## config.mk

```make
export PLATFORM = sky130hd
export DESIGN_NAME = phase_window_lock
export DESIGN_NICKNAME = d
export VERILOG_FILES = /design/src/rtl/pwl_pkg.sv /design/src/rtl/pwl_sync.sv /design/src/rtl/pwl_run_counter.sv /design/src/rtl/phase_window_lock.sv
export SDC_FILE = /design/constraint.sdc
export NUM_CORES = 1
export LEC_CHECK = 0
export BUFFER_PORTS_ARGS = -buffer_cell sky130_fd_sc_hd__buf_4
export CAP_MARGIN = 15
export CELL_PAD_IN_SITES_DETAIL_PLACEMENT = 0
export CELL_PAD_IN_SITES_GLOBAL_PLACEMENT = 2
export CORE_AREA = 5 5 42 44
export DETAILED_ROUTE_END_ITERATION = 8
export DIE_AREA = 0 0 47 49
export GPL_ROUTABILITY_DRIVEN = 1
export PLACE_DENSITY = 0.65
export SLEW_MARGIN = 10
export SYNTH_ARGS = -nofsm -noshare
export SYNTH_HDL_FRONTEND = slang
export SYNTH_HIERARCHICAL = 1
export SYNTH_SLANG_ARGS = --single-unit
export TNS_END_PERCENT = 100
```

## constraint.sdc

```tcl
create_clock -name ref_clk -period 3 [get_ports ref_clk]
set_clock_uncertainty 0.2 [all_clocks]
set_input_delay 0.3 -clock ref_clk [delete_from_list [all_inputs] [get_ports ref_clk]]
set_output_delay 0.3 -clock ref_clk [all_outputs]
set_load 0.005 [all_outputs]
```

## src/rtl/pwl_pkg.sv

```systemverilog
package pwl_pkg;

  // Number of in-window samples needed to declare lock for a counter width.
  function automatic int unsigned run_target(input int unsigned cnt_w);
    return 32'd1 << cnt_w;
  endfunction

  // Frequency resolution in parts per million: 90 / (2**w * 360) = 1 / (4 * 2**w).
  function automatic int unsigned resolution_ppm(input int unsigned cnt_w);
    return 32'd1000000 / (32'd4 << cnt_w);
  endfunction

  // Window decode: reference edge lies after the 0-degree rise and before the 90-degree rise.
  function automatic logic in_window(input logic ph0, input logic ph90);
    return ph0 & ~ph90;
  endfunction

endpackage

```

## src/rtl/pwl_sync.sv

```systemverilog
module pwl_sync #(
  parameter int WIDTH = 2
) (
  input  logic             clk,
  input  logic             rst,
  input  logic [WIDTH-1:0] async_i,
  output logic [WIDTH-1:0] sync_o
);

  for (genvar b = 0; b < WIDTH; b++) begin : g_bit
    logic meta_q;
    logic stable_q;

    always_ff @(posedge clk or posedge rst) begin
      if (rst) begin
        meta_q   <= 1'b0;
        stable_q <= 1'b0;
      end else begin
        meta_q   <= async_i[b];
        stable_q <= meta_q;
      end
    end

    assign sync_o[b] = stable_q;
  end

endmodule

```

## src/rtl/pwl_run_counter.sv

```systemverilog
module pwl_run_counter #(
  parameter int CNT_W = 4
) (
  input  logic clk,
  input  logic rst,
  input  logic hit_i,
  output logic lock_o
);

  localparam logic [CNT_W-1:0] CNT_FULL = '1;

  logic [CNT_W-1:0] run_q;
  logic             lock_q;
  logic             run_done;

  // The current sample completes the run when the count already holds 2**CNT_W - 1 hits.
  assign run_done = hit_i && (run_q == CNT_FULL);

  always_ff @(posedge clk or posedge rst) begin
    if (rst) begin
      run_q  <= '0;
      lock_q <= 1'b0;
    end else if (!lock_q) begin
      if (!hit_i) begin
        run_q <= '0;
      end else if (run_q != CNT_FULL) begin
        run_q <= run_q + 1'b1;
      end
      if (run_done) begin
        lock_q <= 1'b1;
      end
    end
  end

  assign lock_o = lock_q;


  miss_clears_run_chk: assert property (@(posedge clk) disable iff (rst)
    (!lock_q && !hit_i) |=> (run_q == '0));


  hit_advances_run_chk: assert property (@(posedge clk) disable iff (rst)
    (!lock_q && hit_i && run_q != CNT_FULL) |=> (run_q == $past(run_q) + 1'b1));


  lock_needs_full_run_chk: assert property (@(posedge clk) disable iff (rst)
    $rose(lock_q) |-> ($past(run_q) == CNT_FULL && $past(hit_i)));


  lock_sticky_chk: assert property (@(posedge clk) disable iff (rst)
    lock_q |=> lock_q);

endmodule

```

## src/rtl/phase_window_lock.sv

```systemverilog
module phase_window_lock #(
  parameter int CNT_W = 4
) (
  input  logic ref_clk,
  input  logic rst,
  input  logic rclk_ph0,
  input  logic rclk_ph90,
  output logic lock_o,
  output logic loop_sel_o
);

  import pwl_pkg::*;

  localparam int unsigned RUN_LEN  = run_target(CNT_W);
  localparam int unsigned RES_PPM  = resolution_ppm(CNT_W);

  logic [1:0] phase_sync;
  logic       win_hit;
  logic       lock_flag;

  pwl_sync #(.WIDTH(2)) u_sync (
    .clk     (ref_clk),
    .rst     (rst),
    .async_i ({rclk_ph90, rclk_ph0}),
    .sync_o  (phase_sync)
  );

  assign win_hit = in_window(phase_sync[0], phase_sync[1]);

  pwl_run_counter #(.CNT_W(CNT_W)) u_run (
    .clk    (ref_clk),
    .rst    (rst),
    .hit_i  (win_hit),
    .lock_o (lock_flag)
  );

  assign lock_o     = lock_flag;
  assign loop_sel_o = lock_flag;

  initial begin
    if (RUN_LEN < 2 || RES_PPM == 0) begin
      $display("phase_window_lock: CNT_W=%0d out of useful range", CNT_W);
    end
  end


  sync_latency_chk: assert property (@(posedge ref_clk) disable iff (rst)
    win_hit |-> ($past(rclk_ph0, 2) && !$past(rclk_ph90, 2)));


  window_shape_chk: assert property (@(posedge ref_clk) disable iff (rst)
    (!$past(rclk_ph0, 2) || $past(rclk_ph90, 2)) |-> !win_hit);

endmodule

```

# Yosys cells after proc, flatten, opt, wreduce, memory -nomap -nowiden
# Cells that the tools add are included.
# totals
regBits	9
input_bits	4
output_inout_bits	2
word_cells	19
# op_classes
n_addsub	1
eq_ne	3
mux	4
n_bitwise	3
reduce_logical	2
# op_table
cell	n
4-bit two-way mux	2
4-bit by 1-bit adder with 4-bit output (second input constant)	1
4-bit == test (second input constant)	1
4-bit inequality test (second input constant)	1
1-bit two-way mux	2
2-bit inequality test (second input constant)	1
1-bit inverter	2
2-bit AND reduction	1
1-bit bitwise AND	1
1-bit logical AND	1

# Longest topological paths before layout
# logic_depth
depth_word	5
ltp_mapped	5
mapped_depth_nobuf	4

# By module
# Netlist, hierarchy kept.
# modules_own_cells
module	instances	cells_each	area_each_um2	seq_area_each_um2
pwl_run_counter	1	24	230.2	125.1
pwl_sync	1	7	118.9	100.1
phase_window_lock	1	2	21.3	0.0

# Least setup slack after synthesis
# No wires, ideal clock.
# synth_path
path_type	register -> register
startpoint	register u_sync.g_bit[1].stable_q
endpoint	register u_run.run_q[3]
setup_time_ns	0.083
arrival_time_ns	1.088
required_time_ns	2.717
setup_slack_ns	1.629
path_stages_with_launch	5
period_less_slack_ns	1.371
path_cell_list	dfrtp_1 buf_4 nor2b_4 or4b_1 o21ai_0
# synth_between
elab_chain_cells	4
# synth_lines
item	line_no	rtl
from (decl)	pwl_sync.sv:12	logic stable_q;
from (signal assigned)	pwl_sync.sv:20	stable_q <= meta_q;
1-bit inverter (*)	pwl_pkg.sv:15	return ph0 & ~ph90;
1-bit bitwise AND (*)	pwl_pkg.sv:15	
net win_hit	phase_window_lock.sv:18	logic win_hit;
2-bit inequality test (no source line)	-	
2-bit AND reduction (no source line)	-	
to (signal assigned)	pwl_run_counter.sv:27	run_q <= run_q + 1'b1;
to (decl)	pwl_run_counter.sv:12	logic [CNT_W-1:0] run_q;
# The timed path passes the listed nets; every way through them passes the cells marked *.
# A chain may end at the register's enable or synchronous reset.

# Worst setup path in the final report
# layout_path
startpoint	register u_run.run_q[0]
endpoint	register u_run.run_q[3]
# layout_between
elab_chain_cells	3
# layout_lines
item	line_no
4-bit by 1-bit adder with 4-bit output or 4-bit inequality test (tied branches)	pwl_run_counter.sv:27, pwl_run_counter.sv:26
4-bit two-way mux or 2-bit inequality test (tied branches)	-
4-bit two-way mux or 2-bit AND reduction (tied branches)	-
# Parallel ways exist; a longest one is shown, timed or not. The select of a mux whose other input is x is not followed.

==> flow_summary.toml <==
[timing]
drv_slew = 0
period_minus_slack_ns = 1.45
finalHoldViolCount = 0
fin_setup_tns_ns = 0
fin_crit_sh_pct = 48.4
setup_viol = 0
slew_headroom_pct = 85.7
rsz0062_at_grt = "no"
worst_pin_slew_ns = 0.215
max_freq_mhz = 688
hold_ws_ns = 0.155

[layout]
synthToLayoutAreaGrowth_pct = 25.0
layout.cells.non_filler = 58
layout_common_cells = "9 x dfrtp_1, 5 x buf_4, 4 x nand2_1, 4 x o21ai_0, 4 x inv_1"
finalNetCount = 48
fin_util_pct = 33.0
layout_commonest_cell = "dfrtp_1"
drive_gt1_share_pct = 23.8
diodes = 0

[placement]
dp_hpwl_um = 443
numPortBuffers = 5
gp_congestion = 0.677
dpl.cell_count = 51

[global_routing]
grt_pass1_vias = 249
grt_max_degree = 7
track_usage_pct = 6.76
antenna_found_initial = 0
grt_pass1_wl_mm = 1.05
grt_overflow = 0

[synthesis]
synth.net_count = 38
netlist_area_um2 = 370
ys_ff_latch = 9
ys_seq_area_share_pct = 60.8
synth_cell_types = 12
synth-compound-area-share_pct = 12.2
synth_top_family_by_area = "simple AND/OR/NAND/NOR gates"
synth_fa_ha_area_share_pct = 3.38
synth_xor_area_share_pct = 0
avgSynthCellArea_um2 = 11.2
synth-simple-area-share_pct = 13.5
syn_inst = 33
yosys_warnings = 6
synth.area.mux_share_pct = 0

[cts]
cts.sinks = 9
clk_path_buf_depth = 2
htree_levels = 1
cts_root_buffer = "clkbuf_4"
numCtsBuffers = 3
postCtsHoldBufs = 3
clock_latency_ns = 0.26
cts_setup_buffers = 0
cts.clk_slew.worst_paths_ns = 0.06
cts_resized = 0
cts_tree = "done"

[worst_hold_path]
hp-start = "u_sync/g_bit[0].meta_q$_DFF_PP0_"
holdCritPathClass = "reg -> reg"
min_path_cells = 0

[routing]
first_pass_iters = 4
wire_per_inst_um = 10.2
drt-total-wl_um = 589
drtAntennaViolNets = 0
vias = 242
drt_iter0_markers = 3
drc = 0
via_per_inst = 4.17

[critical_path]
startpoint = "u_run/run_q[0]$_DFFE_PP0P_"
r2r_cells = 4
critical_path.max_fanout = 6
critPathLaunchType = "flip-flop"
arrival_ns = 1.39
r2r_start = "u_run/run_q[0]$_DFFE_PP0P_"
crit_required_ns = 2.93
endpoint_kind = "flip-flop"
criticalPathCategory = "reg -> reg"

[power]
ir_drop_v = 0.000242
power_w = 0.000232
leakage_nw = 0.224
power.density_nw_per_um2 = 502

[floorplanning]
coreArea_um2 = 1400
initial_core_util_pct = 26.4
io_pins = 6
die_h_um = 49
die_x_um = 47
dieArea_um2 = 2300
rows = 14

[run_status]
status = "complete, no violations"

[run]
drv_cap = 0
-- critical path: stages (launching register included) --
cell     delay [ns]
dfrtp_1        0.40
ha_1           0.24
a41o_1         0.27
a21oi_1        0.13
o21ai_0        0.09
-- flip-flops by register name, indices dropped and copies added (netlist names) --
name and flops:
u_run/run_q 4, u_sync/g_bit.meta_q 2, u_sync/g_bit.stable_q 2, u_run/lock_o 1
-- cell type report --
cell class | count | area, um^2
clock buffer | 3 | 22.5
clock inverter | 1 | 5.00
fill | 156 | 938
inverter | 4 | 15.0
multi-input combinational | 17 | 108
sequential | 9 | 225
tap | 16 | 20.0
timing repair buffer | 8 | 67.6
-- cells in the mapped netlist --
library cell	count	share of area [%]
a41o_1	1	2.7
ha_1	1	3.4
or4b_1	1	2.7
dfrtp_1	9	61
nand2_1	4	4.1
nand2b_1	1	1.7
inv_1	4	4.1
buf_4	3	6.1
a21oi_1	3	4.1
o21ai_0	4	5.4
nor2b_4	1	3.7
nand3_1	1	1.4
-- layer usage --
layer / wire (um) / vias up / track usage (%)
li1: - / 125 / -
met4: 0 / 0 / 5.53
met5: 0 / - / 0
met3: 37 / 0 / 3.32
met2: 272 / 6 / 8.60
met1: 279 / 111 / 8.16
-- through the flow --
| step | area [um^2] | setup slack [ns] |
|---|---|---|
| global route | 463 | 1.47 |
| global placement | 405 | 1.57 |
| detailed placement | 405 | 1.56 |
| floorplan | 370 | 1.63 |
| finish | 463 | 1.55 |
| CTS | 463 | 1.54 |
-- logic make-up after synthesis --
group           Yosys count
compound gates            8
fa+ha+maj                 1
buf+inv                   7
flops                     9
simple gates              8
-- path summary, 6_finish.rpt --
check / to / slack, ns
max: u_run/run_q[3]$_DFFE_PP0P_ / 1.55
min: u_sync/g_bit[0].stable_q$_DFF_PP0_ / 0.15
max reg2reg: u_run/run_q[3]$_DFFE_PP0P_ / 1.55
min reg2reg: u_sync/g_bit[0].stable_q$_DFF_PP0_ / 0.15
max in group asynchronous: u_run/run_q[1]$_DFFE_PP0P_ / 2.11
min in group asynchronous: u_sync/g_bit[1].meta_q$_DFF_PP0_ / 0.28
-- report_power, final --
group / total (W) / switching (W) / internal (W)
clock: 0.0000915 / 0.0000424 / 0.0000491
sequential: 0.000127 / 0.00000215 / 0.000125
combinational: 0.0000135 / 0.00000565 / 0.00000782
Power figures use the tool's default switching activity.
